[src/rtl/fault_pkg.sv]
package fault_pkg;
  localparam int VEC_W = 8;
  localparam int OP_W  = 16;
  localparam int SC_W  = 2;

  localparam logic [VEC_W-1:0] VEC_NONE    = 8'd0;
  localparam logic [VEC_W-1:0] VEC_ADDRERR = 8'd3;
  localparam logic [VEC_W-1:0] VEC_ILLEGAL = 8'd4;
  localparam logic [VEC_W-1:0] VEC_PRIV    = 8'd8;

  localparam logic [OP_W-1:0] OP_RSVD_ZERO = 16'h0000;
  localparam logic [OP_W-1:0] OP_RSVD_ILL  = 16'h4AFC;

  typedef struct packed {
    logic            present;
    logic            idx_word;
    logic [SC_W-1:0] scale;
    logic            ev;
  } ext_fields_t;

  typedef struct packed {
    logic addr;
    logic ill;
    logic priv;
  } fault_set_t;
endpackage

[src/rtl/opword_screen.sv]
module opword_screen
  import fault_pkg::*;
#(
  parameter int NUM_RSVD = 2
) (
  input  logic [OP_W-1:0] opword,
  output logic            is_illegal
);
  logic [OP_W-1:0] rsvd [NUM_RSVD];
  logic [NUM_RSVD-1:0] hit;

  always_comb begin
    for (int k = 0; k < NUM_RSVD; k++) rsvd[k] = '0;
    rsvd[0] = OP_RSVD_ZERO;
    if (NUM_RSVD > 1) rsvd[NUM_RSVD-1] = OP_RSVD_ILL;
  end

  for (genvar g = 0; g < NUM_RSVD; g++) begin : g_cmp
    assign hit[g] = (opword == rsvd[g]);
  end

  assign is_illegal = |hit;
endmodule

[src/rtl/index_ext_screen.sv]
module index_ext_screen
  import fault_pkg::*;
#(
  parameter int MAX_SCALE_CODE = 2
) (
  input  ext_fields_t ext,
  output logic        addr_fault
);
  logic bad_size, bad_scale, bad_ev;

  always_comb begin
    bad_size  = ext.idx_word;
    bad_scale = (int'(ext.scale) > MAX_SCALE_CODE);
    bad_ev    = ext.ev;
    addr_fault = ext.present & (bad_size | bad_scale | bad_ev);
  end
endmodule

[src/rtl/fault_arbiter.sv]
module fault_arbiter
  import fault_pkg::*;
(
  input  logic             clk,
  input  logic             rst,
  input  logic             vld,
  input  fault_set_t       faults,
  output logic             req,
  output logic [VEC_W-1:0] vec
);
  logic             any_fault;
  logic [VEC_W-1:0] sel_vec;

  always_comb begin
    any_fault = faults.addr | faults.ill | faults.priv;
    if (faults.addr)      sel_vec = VEC_ADDRERR;
    else if (faults.ill)  sel_vec = VEC_ILLEGAL;
    else if (faults.priv) sel_vec = VEC_PRIV;
    else                  sel_vec = VEC_NONE;
  end

  always_ff @(posedge clk) begin
    if (rst) begin
      req <= 1'b0;
      vec <= VEC_NONE;
    end else if (vld && any_fault) begin
      req <= 1'b1;
      vec <= sel_vec;
    end else begin
      req <= 1'b0;
      vec <= VEC_NONE;
    end
  end
endmodule

[src/rtl/insn_fault_check.sv]
module insn_fault_check
  import fault_pkg::*;
#(
  parameter int MAX_SCALE_CODE = 2
) (
  input  logic             clk,
  input  logic             rst,
  input  logic             insn_vld,
  input  logic [OP_W-1:0]  opword,
  input  logic             ext_present,
  input  logic             ext_idx_word,
  input  logic [SC_W-1:0]  ext_scale,
  input  logic             ext_ev,
  input  logic             priv_insn,
  input  logic             sup_mode,
  output logic             exc_req,
  output logic [VEC_W-1:0] exc_vec
);
  ext_fields_t ext;
  fault_set_t  faults;
  logic        ill_hit;
  logic        addr_hit;

  assign ext = '{present: ext_present, idx_word: ext_idx_word,
                 scale: ext_scale, ev: ext_ev};

  opword_screen #(.NUM_RSVD(2)) u_op (
    .opword     (opword),
    .is_illegal (ill_hit)
  );

  index_ext_screen #(.MAX_SCALE_CODE(MAX_SCALE_CODE)) u_ext (
    .ext        (ext),
    .addr_fault (addr_hit)
  );

  assign faults = '{addr: addr_hit, ill: ill_hit, priv: priv_insn & ~sup_mode};

  fault_arbiter u_arb (
    .clk    (clk),
    .rst    (rst),
    .vld    (insn_vld),
    .faults (faults),
    .req    (exc_req),
    .vec    (exc_vec)
  );
endmodule

[config.mk]
export PLATFORM = sky130hd
export DESIGN_NAME = insn_fault_check
export DESIGN_NICKNAME = d
export VERILOG_FILES = /design/src/rtl/fault_pkg.sv /design/src/rtl/opword_screen.sv /design/src/rtl/index_ext_screen.sv /design/src/rtl/fault_arbiter.sv /design/src/rtl/insn_fault_check.sv
export SDC_FILE = /design/constraint.sdc
export NUM_CORES = 1
export LEC_CHECK = 0
export BUFFER_PORTS_ARGS = -buffer_cell sky130_fd_sc_hd__buf_4
export CORE_AREA = 4 4 41 43
export CTS_BUF_LIST = sky130_fd_sc_hd__clkbuf_2 sky130_fd_sc_hd__clkbuf_4 sky130_fd_sc_hd__clkbuf_8
export DETAILED_ROUTE_END_ITERATION = 8
export DIE_AREA = 0 0 45 47
export PLACE_DENSITY_LB_ADDON = 0.25
export SLEW_MARGIN = 20
export SYNTH_ARGS = -nofsm -noshare
export SYNTH_HDL_FRONTEND = slang
export SYNTH_SLANG_ARGS = --single-unit
[constraint.sdc]
create_clock -name clk -period 3.2 [get_ports clk]
set_clock_uncertainty 0.2 [all_clocks]
set_input_delay 0 -clock clk [delete_from_list [all_inputs] [get_ports clk]]
set_output_delay 0 -clock clk [all_outputs]
set_load 0.1 [all_outputs]
* Word-level counts from Yosys, hierarchy flattened
Index checks and enable logic that the tools add are counted.
** Word-level totals
- Bits in registers :: 5
- Word-level logic and storage cells :: 24
- Bits of input ports :: 26
- Output and inout port bits :: 9
** Cells by class
- Bitwise logic cells :: 8
- Equal/unequal tests :: 1
- $lt $le $gt $ge :: 1
- Mux-type cells :: 4
- Reduce and logical (&&, ||, !) cells :: 6
** Operators by type and width (number)
- $eq 16x15->1 const B :: 1
- $logic_not 16->1 :: 1
- $reduce_or 5->1 :: 1
- $mux 4 :: 1
- $or 1x1->1 :: 4
- $reduce_or 2->1 :: 2
- $mux 3 :: 1
- $reduce_or 3->1 :: 1
- $and 1x1->1 :: 2
- $gt 2x2->1 const B :: 1
- $mux 2 :: 1
- $not 1->1 :: 2
- $logic_and 1x1->1 :: 1
- $mux 1 :: 1

* Longest topological paths before layout
- Depth after elaboration :: 9
- Gate-level depth with buffers :: 4

* Modules after synthesis
From an unflattened synthesis, not the netlist that was laid out.
** Unflattened totals
- Cell total of the unflattened synthesis :: 32
- Area, all modules :: 275.3 um^2
** By module, submodules not included
- fault_arbiter :: instances 1, area an instance 182.7 um^2, cells each 17, seq. area each 80.1 um^2
- opword_screen :: instances 1, area an instance 65.1 um^2, cells each 12, seq. area each 0.0 um^2
- index_ext_screen :: instances 1, area an instance 13.8 um^2, cells each 2, seq. area each 0.0 um^2
- insn_fault_check :: instances 1, area an instance 13.8 um^2, cells each 1, seq. area each 0.0 um^2

* Worst setup path before layout
No wires, ideal clock.
- Path kind :: flip-flop to output port
- From :: register, netlist name u_arb.vec[0]
- To :: output port exc_vec[1]
- Path buffers :: 1
- Stages on the path, launching flop included :: 2
- Slack :: 1.644 ns
- Arrival time :: 1.356 ns
- Path through :: dfxtp_1 > buf_4
** RTL lines
- to (decl) :: line insn_fault_check.sv:17 : output logic [VEC_W-1:0] exc_vec

* Worst setup path in the final report
- From :: input port opword[0]
- To :: register u_arb.req
** Between the ends
- Word-level cells in the longest chain between the ends :: 6
** Ends and longest elaborated chain
- from (decl) :: line insn_fault_check.sv:9 : input logic [OP_W-1:0] opword,
- $eq 16x15->1 or $logic_not 16->1 (tied branches) :: line opword_screen.sv:19 : assign hit[g] = (opword == rsvd[g]);
- $reduce_or 2->1 (*) :: line opword_screen.sv:22 : assign is_illegal = |hit;
- $or 1x1->1 (*) (2 in a row) :: line fault_arbiter.sv:15 : any_fault = faults.addr | faults.ill | faults.priv;
- $logic_and 1x1->1 (*) :: line fault_arbiter.sv:26 : end else if (vld && any_fault) begin
- $mux 1 (*) :: line fault_arbiter.sv:26
- to (signal assigned) :: line fault_arbiter.sv:24 : req <= 1'b0;
- to (signal assigned) :: line fault_arbiter.sv:27 : req <= 1'b1;
- to (signal assigned) :: line fault_arbiter.sv:30 : req <= 1'b0;
- to (decl) :: line fault_arbiter.sv:8 : output logic req,
Mark *: on every way between the ends. The rest lies on a longest branch, timed or not.
A chain may end at the register's enable or synchronous reset.

==> run metrics <==
status=complete, no violations; DRT Pass-1 Iters=2; clock-pin transition on the worst setup and hold timing paths=approximately 40 ps; layout cells sized above 1=53.5%; CP max FO=2; multi-input logic area=171 sq um; I/O Buffers=30; RSZ-0062 raised after global routing=false; ys flop type=dfxtp_1; Routed Antenna Nets=0; nets@finish=99; GR Layer Usage met1=7.71%; Final Hold Violating Endpoints=0; post-layout min period=2860 ps; critical setup path kind=in2reg; core area=between 0.001 and 0.0015 sq mm; Leak=0.290 nW; gr busiest metal=met2; Remaining DRCs=0; largest net degree at the start of global routing=5; Die Y=roughly 47 microns; number of CTS-inserted buffers=3; Arr. time, crit path=between 2000 and 3000 ps; die width=45 microns; area grow syn2layout=121%; full die area=approximately 0.0021 sq mm; core occupancy in the finished layout=between 40% and 50%; Mapped Area=282 sq um; met3 Use GR=4.60%; via count=377; Pwr Density=310 mW/mm^2; GR Util met2=18.1%; FF/Latch Area=around 80 sq um; Wirelength per Cell=10.8 microns; Final HPWL DP=768 microns; Slew Limit Fails=0; layout filler cell count=134; Ys Warns=0; ys async rst share=0%; routability congestion estimate from global placement=0.602; final wirelength=927 microns; number of flops mapped to enable cells by yosys=0; Syn Inst Count=30; CTS max path bufs=2; grt total ovfl=0; Clock Sink Count=4; Tcrit/Tclk final=89.2%; vias per cell=around 4.4; setup TNS=0 ps; Max-Cap Viols=0; critical path launch point type=primary input; initial antenna violation count=0; Clock H-tree levels=1; Synth cell types=21; Initial Utilization=21.6%; Synth Area per Inst=9.38 sq um; I/O pin count=35; top post-synthesis cells by area=dfxtp_1, nor4_4, buf_4; f_max=350 MHz; Critical Path Sink Type=flip-flop; Setup violations, final=0; Starting DRT DRC Count=2; first-pass GRT wire length=1410 microns; Rows=13; CTS tree=yes; number of global-route vias before repair=~400; dominant cell type by area after synthesis=dfxtp_1; register area share after synthesis=28.4%; GRT Util Overall=9.63%; Worst Path Required=3170 ps; Synth top area share=28.4%; Peak supply drop=just over 0.00009 V; Hold Path Class=in2reg; FF+latch count, synth=4; Root Driver=clkbuf_4; diode count=0
cell type report:
cell class / instances / share of cell area, %
sequential: 4 / 12.9
inverter: 1 / 0.604
clock buffer: 3 / 3.62
timing repair buffer: 40 / 52.3
tap: 15 / 3.02
multi-input combinational: 23 / 27.6
stage by stage:
stage               instance area (sq um)  cells  power (mW)  hold WS, ps  setup WS [ps]
floorplan                             293     33      0.0985        -33.4           1640
global placement                      499     73       0.123         68.9           1710
detailed placement                    499     73       0.124         70.0           1700
CTS                                   622     86       0.196         33.4            375
global route                          622     86       0.206         57.7            274
finish                                622     86       0.192         27.2            345
worst max-delay path: stages:
cell           delay [ps]
dlygate4sd3_1         530
buf_4                 140
nor4_4                240
dlygate4sd3_1         590
o21ai_2                60
dlygate4sd3_1         590
a21oi_1               130
dlygate4sd3_1         550
path summary, 6_finish.rpt:
kind / startpoint / endpoint / slack, ps / depth (start not counted)
hold / removal: ext_ev / u_arb.vec[2] / 30 / 4
setup / recovery: opword[0] / u_arb.req / 340 / 8
cell usage in the layout (no fill, tap or decap):
master	count
a211oi_1	1
a21oi_1	2
and4_1	1
buf_4	30
clkbuf_4	3
conb_1	4
dfxtp_1	4
dlygate4sd3_1	10
inv_1	1
nand2_1	1
nand2b_1	1
nand3_1	1
nand4_1	1
nor2_1	1
nor2b_1	1
nor3_1	1
nor3_2	1
nor3b_1	1
nor4_4	2
o21ai_2	1
or3_1	1
or4_1	1
or4_4	1
cells by family after synthesis:
logic type,share of synthesized area (%)
buffers and inverters,14.7
other,1.33
and+or+nand+nor,46.2
AOI/OAI and AO/OA,9.34
DFF,28.4
state kept, by name (all words and copies together), names as in the netlist:
name	flops
u_arb.req	1
u_arb.vec	3
cells in the mapped netlist, types with 2 or more instances:
library cell and number:
buf_4 5, a21oi_1 2, dfxtp_1 4, nor4_4 2
power breakdown:
part	internal [mW]	total, mW	switching [mW]
clock	0.0419	0.0621	0.0202
sequential	0.0515	0.0520	0.000423
combinational	0.0309	0.0784	0.0475
total	0.124	0.192	0.0681
layer usage:
metal	wire, microns	up-vias
met5	0	-
met4	5	0
met3	166	2
met2	427	31
met1	328	160
li1	-	184
timing repair:
action,4_1_cts,5_1_grt
buffers inserted,0,0
hold buffers,10,0
resized for setup,0,0
hold endpoints to repair,4,0
(Power assumes the default switching activity.)
